File: src/rtl/dual_pwm_pkg.sv
package dual_pwm_pkg;
  typedef struct packed {
    logic clear;
    logic load;
    logic tickPre;
    logic tickMain;
  } pwmStrobe_t;
endpackage

File: src/rtl/dual_pwm_dp.sv
module dual_pwm_dp
  import dual_pwm_pkg::*;
#(
  parameter int SET_W = 16
) (
  input  logic             clk,
  input  logic             rstN,
  input  pwmStrobe_t       strb,
  input  logic [SET_W-1:0] setting,
  input  logic             mode8,
  output logic             preLast,
  output logic             mainLast,
  output logic             highNow,
  output logic             dutyZero
);
  localparam int HALF_W = SET_W / 2;
  localparam logic [SET_W-1:0] WIDE_LAST = {{(SET_W-1){1'b1}}, 1'b0};
  localparam logic [SET_W-1:0] SPLIT_LAST = {{(SET_W-HALF_W){1'b0}}, {(HALF_W-1){1'b1}}, 1'b0};

  logic [SET_W-1:0]  actSet;
  logic              actMode8;
  logic [HALF_W-1:0] preCnt;
  logic [SET_W-1:0]  mainCnt;
  logic [HALF_W-1:0] dutyHalf;
  logic [HALF_W-1:0] preHalf;

  assign dutyHalf = actSet[SET_W-1:HALF_W];
  assign preHalf  = actSet[HALF_W-1:0];

  always_ff @(posedge clk) begin
    if (!rstN) begin
      actSet   <= '0;
      actMode8 <= 1'b0;
      preCnt   <= '0;
      mainCnt  <= '0;
    end else if (strb.clear) begin
      preCnt  <= '0;
      mainCnt <= '0;
    end else if (strb.load) begin
      actSet   <= setting;
      actMode8 <= mode8;
      preCnt   <= '0;
      mainCnt  <= '0;
    end else begin
      if (strb.tickPre) preCnt <= preLast ? '0 : preCnt + 1'b1;
      if (strb.tickMain) mainCnt <= mainCnt + 1'b1;
    end
  end

  always_comb begin
    if (actMode8) begin
      preLast  = (preCnt == preHalf);
      mainLast = (mainCnt == SPLIT_LAST);
      highNow  = (mainCnt < {{(SET_W-HALF_W){1'b0}}, dutyHalf});
      dutyZero = (dutyHalf == '0);
    end else begin
      preLast  = 1'b1;
      mainLast = (mainCnt == WIDE_LAST);
      highNow  = (mainCnt < actSet);
      dutyZero = (actSet == '0);
    end
  end
endmodule

File: src/rtl/dual_pwm_ctl.sv
module dual_pwm_ctl
  import dual_pwm_pkg::*;
(
  input  logic       clk,
  input  logic       rstN,
  input  logic       start,
  input  logic       countEn,
  input  logic       preLast,
  input  logic       mainLast,
  input  logic       dutyZero,
  output pwmStrobe_t strb,
  output logic       running,
  output logic       periodIrq
);
  logic tick;
  logic periodEnd;

  always_comb begin
    tick          = running && start && countEn;
    periodEnd     = tick && preLast && mainLast;
    strb.clear    = !start;
    strb.load     = start && (!running || periodEnd);
    strb.tickPre  = tick;
    strb.tickMain = tick && preLast;
  end

  always_ff @(posedge clk) begin
    if (!rstN) begin
      running   <= 1'b0;
      periodIrq <= 1'b0;
    end else begin
      running   <= start;
      periodIrq <= periodEnd && !dutyZero;
    end
  end
endmodule

File: src/rtl/dual_pwm.sv
module dual_pwm
  import dual_pwm_pkg::*;
#(
  parameter int SET_W = 16
) (
  input  logic             clk,
  input  logic             rstN,
  input  logic             start,
  input  logic             mode8,
  input  logic             countEn,
  input  logic [SET_W-1:0] setting,
  output logic             pwmOut,
  output logic             periodIrq
);
  pwmStrobe_t strb;
  logic preLast, mainLast, highNow, dutyZero, running;

  dual_pwm_ctl ctl (
    .clk(clk), .rstN(rstN), .start(start), .countEn(countEn),
    .preLast(preLast), .mainLast(mainLast), .dutyZero(dutyZero),
    .strb(strb), .running(running), .periodIrq(periodIrq)
  );

  dual_pwm_dp #(.SET_W(SET_W)) dp (
    .clk(clk), .rstN(rstN), .strb(strb), .setting(setting), .mode8(mode8),
    .preLast(preLast), .mainLast(mainLast), .highNow(highNow), .dutyZero(dutyZero)
  );

  assign pwmOut = running && highNow;
endmodule

File: config.mk
export PLATFORM = sky130hd
export DESIGN_NAME = dual_pwm
export DESIGN_NICKNAME = d
export VERILOG_FILES = /design/src/rtl/dual_pwm_pkg.sv /design/src/rtl/dual_pwm_dp.sv /design/src/rtl/dual_pwm_ctl.sv /design/src/rtl/dual_pwm.sv
export SDC_FILE = /design/constraint.sdc
export NUM_CORES = 1
export LEC_CHECK = 0
export BUFFER_PORTS_ARGS = -buffer_cell sky130_fd_sc_hd__buf_2
export CORE_MARGIN = 4
export CORE_UTILIZATION = 54
export DETAILED_ROUTE_END_ITERATION = 7
export GPL_ROUTABILITY_DRIVEN = 1
export GPL_TIMING_DRIVEN = 0
export HOLD_SLACK_MARGIN = 0.05
export PLACE_DENSITY = 0.79
export SLEW_MARGIN = 10
export SYNTH_ARGS = -nofsm -noshare
export SYNTH_HDL_FRONTEND = slang
export SYNTH_SLANG_ARGS = --single-unit
File: constraint.sdc
create_clock -name clk -period 3.1 [get_ports clk]
set_input_delay 0.155 -clock clk [delete_from_list [all_inputs] [get_ports clk]]
set_output_delay 0.155 -clock clk [all_outputs]
set_load 0.01 [all_outputs]
==> impl_metrics.json <==
{
  "slew_viol_final": 0,
  "cts_tree": "done",
  "switching_share": 0.268,
  "hold_slack_ns": 0.0956,
  "finalCriticalPeriod_ns": 2.54,
  "portBuffers": 21,
  "overflow": 0,
  "p_clk_frac": 0.314,
  "reg2reg_to": "dp.actSet[12]",
  "slew_headroom": 0.636,
  "grt_pass1_vias": 2334,
  "vias": 2360,
  "arrival_ns": 2.38,
  "reg2reg_from": "dp.mainCnt[0]",
  "chipHeight_um": 78.9,
  "start_util": 0.567,
  "post_cts_buffers": 0,
  "hold_end": "dp.actSet[6]",
  "postSynthCellCount": 315,
  "worstHoldStart": "setting[6]",
  "clkLatencyLatePin_ns": 0.30,
  "clock_path_buffers": 2,
  "fin_skew_ns": 0.00772,
  "reg2reg_slack_ns": 0.73,
  "hold_depth": 3,
  "dp_hpwl_um": 4680,
  "fill_cells": 430,
  "ant_nets": 0,
  "yosysWarnings": 0,
  "drc": 0,
  "dr.pass1.iters": 5,
  "numCtsBuffers": 5,
  "crit_type": "reg -> out",
  "tightest_slew_ns": 0.546,
  "gp_congestion": 0.879,
  "core-area_um2": 4790,
  "ys_seq_area_frac": 0.317,
  "synth.cell_area_um2": 2710,
  "wl_per_cell_um": 15.2,
  "powerDensity_nw_per_um2": 358,
  "area_growth_pct": 9.64,
  "num_rows": 25,
  "antenna_found_initial": 0,
  "drive_gt1_frac": 0.205,
  "drv_cap": 0,
  "vdd_drop_max_mv": 0.263,
  "drt-initial-drc-count": 221,
  "grt_max_degree": 12,
  "wl_um": 6230,
  "io_pins": 23,
  "rsz0062_at_grt": "false",
  "min_period_over_period": 0.819,
  "pwr-share-comb": 0.136,
  "cts_root_buf": "clkbuf_8",
  "antennaDiodeCount": 0,
  "cp-start-kind": "flop",
  "fp.dieW_um": 78.9,
  "post_cts_resize_count": 0,
  "synth_flop_cell": "dfxtp_1",
  "num-nets-final": 389,
  "setup_tns_ns": 0,
  "wl_met2_um": 2940,
  "die_area_um2": 6220,
  "p_int_w": 0.000779,
  "setup_viol": 0,
  "syn-num-nets": 361,
  "wl_met1_um": 2870,
  "total_power_w": 0.00106,
  "crit_required_ns": 2.94,
  "dr_wl_met3_um": 350,
  "hold_buffers": 0,
  "seqPwrFrac": 0.550,
  "end_kind": "primary output",
  "ff2ff_path_depth": 9,
  "total_leakage_power_nw": 1.07,
  "synth_edf_count": 0,
  "cts_sinks": 43,
  "syn_area_per_cell_um2": 8.61,
  "cp_max_fo": 3,
  "grt_usage": 0.213,
  "avgViaCountPerCell": 5.77,
  "hp-class": "in -> reg",
  "finalHoldViolCount": 0,
  "status": "completed",
  "yosysUniqueCellTypes": 44,
  "ys_ff_latch": 43,
  "dr.max_layer_used": "met4",
  "clkTransAtPathRegs_ns": 0.07,
  "power_switching_w": 0.000285,
  "htree_levels": 2,
  "startpoint": "dp.actSet[9]",
  "grt_pass1_wl_um": 10600,
  "fmaxAchievable_ghz": 0.394,
  "async_flop_share": 0
}
==> power groups by stage <==
| stage | registers, W | logic [W] | clock network, W |
|---|---|---|---|
| floorplan | 0.000591 | 0.000106 | 0 |
| global placement | 0.000597 | 0.000139 | 0 |
| detailed placement | 0.000598 | 0.000144 | 0 |
| CTS | 0.000585 | 0.000145 | 0.000337 |
| global route | 0.000587 | 0.000163 | 0.000357 |
| finish | 0.000585 | 0.000145 | 0.000334 |
==> layer usage <==
layer / track usage / up-vias
met1: 0.280 / 1099
met3: 0.0420 / 10
li1: - / 1169
met4: 0.0601 / 0
met5: 0 / -
met2: 0.354 / 82
==> synthesized netlist by cell type, drive strengths merged, types with 2 or more instances <==
cell    count  share of area
dfxtp      43           0.32
nand3      33          0.085
nand2      32          0.044
nor2       27          0.037
o21ai      26          0.073
ha         25           0.12
inv        17          0.024
xnor2      17          0.055
nand4      11          0.025
nor4       11          0.025
xor2       11          0.036
a21oi      10          0.018
buf         8          0.026
nor3        6          0.011
and3        4          0.011
clkbuf      4         0.0055
nor2b       4         0.0092
a211oi      2         0.0055
and2        2         0.0046
and4        2         0.0065
o21a        2         0.0055
or3         2         0.0046
or4b        2         0.0074
==> through the flow <==
| stage | utilization | instances | setup WS (ns) | area [um2] |
|---|---|---|---|---|
| 2_1_floorplan | - | 315 | 1.10 | 2710 |
| 3_3_place_gp | 0.606 | 403 | 0.793 | 2900 |
| 3_5_place_dp | 0.606 | 403 | 0.785 | 2900 |
| 4_1_cts | 0.621 | 409 | 0.582 | 2970 |
| 5_1_grt | 0.621 | 409 | 0.394 | 2970 |
| 6_report | 0.621 | 409 | 0.562 | 2970 |
==> how the worst max path moves through the flow <==
stage | end | depth (start not counted)
6_report | pwmOut | 9
5_1_grt | pwmOut | 9
4_1_cts | pwmOut | 7
3_5_place_dp | dp.actSet[12] | 9
3_3_place_gp | dp.actSet[13] | 9
2_1_floorplan | dp.actSet[12] | 9
==> worst max-delay path, stage by stage, from the launching register on <==
cell	delay, ns
dfxtp_1	0.37
inv_1	0.09
ha_1	0.30
a21oi_1	0.16
o21ai_0	0.17
a2111oi_0	0.35
o21ai_0	0.19
nor3b_1	0.18
o22ai_1	0.14
buf_2	0.16
==> layout make-up <==
class                      count  area, um2  area share
timing repair buffer          21        105      0.0354
sequential                    43        861       0.290
tap                           67       83.8      0.0282
buffer                        13       95.1      0.0320
multi-input combinational    242       1690       0.569
inverter                      17       63.8      0.0215
clock buffer                   6       72.6      0.0244
==> cells in the final DEF (no fill, tap or decap), types with 13 or more instances in the layout <==
master	n
buf_2	23
dfxtp_1	43
ha_1	25
inv_1	17
nand2_1	32
nand3_1	20
nand3_2	13
nor2_1	27
o21ai_2	18
xnor2_1	17
==> sequential cells by signal, indices dropped and copies added (netlist names) <==
name,cells
ctl.periodIrq,1
dp.actSet,16
dp.preCnt,8
ctl.running,1
dp.actMode8,1
dp.mainCnt,16
==> cells by family (layout without fill, tap and decap cells) <==
group                    count (synthesis)  in the layout  share of synthesized area
AO/OA/AOI/OAI                           49             49                      0.136
XOR/XNOR                                28             28                     0.0904
adder cells (fa/ha/maj)                 25             25                      0.115
buffers and inverters                   30             57                     0.0586
flip-flops                              43             43                      0.317
AND/OR/NAND/NOR                        140            140                      0.282
Note: power is estimated with default switching activity, not from simulation.
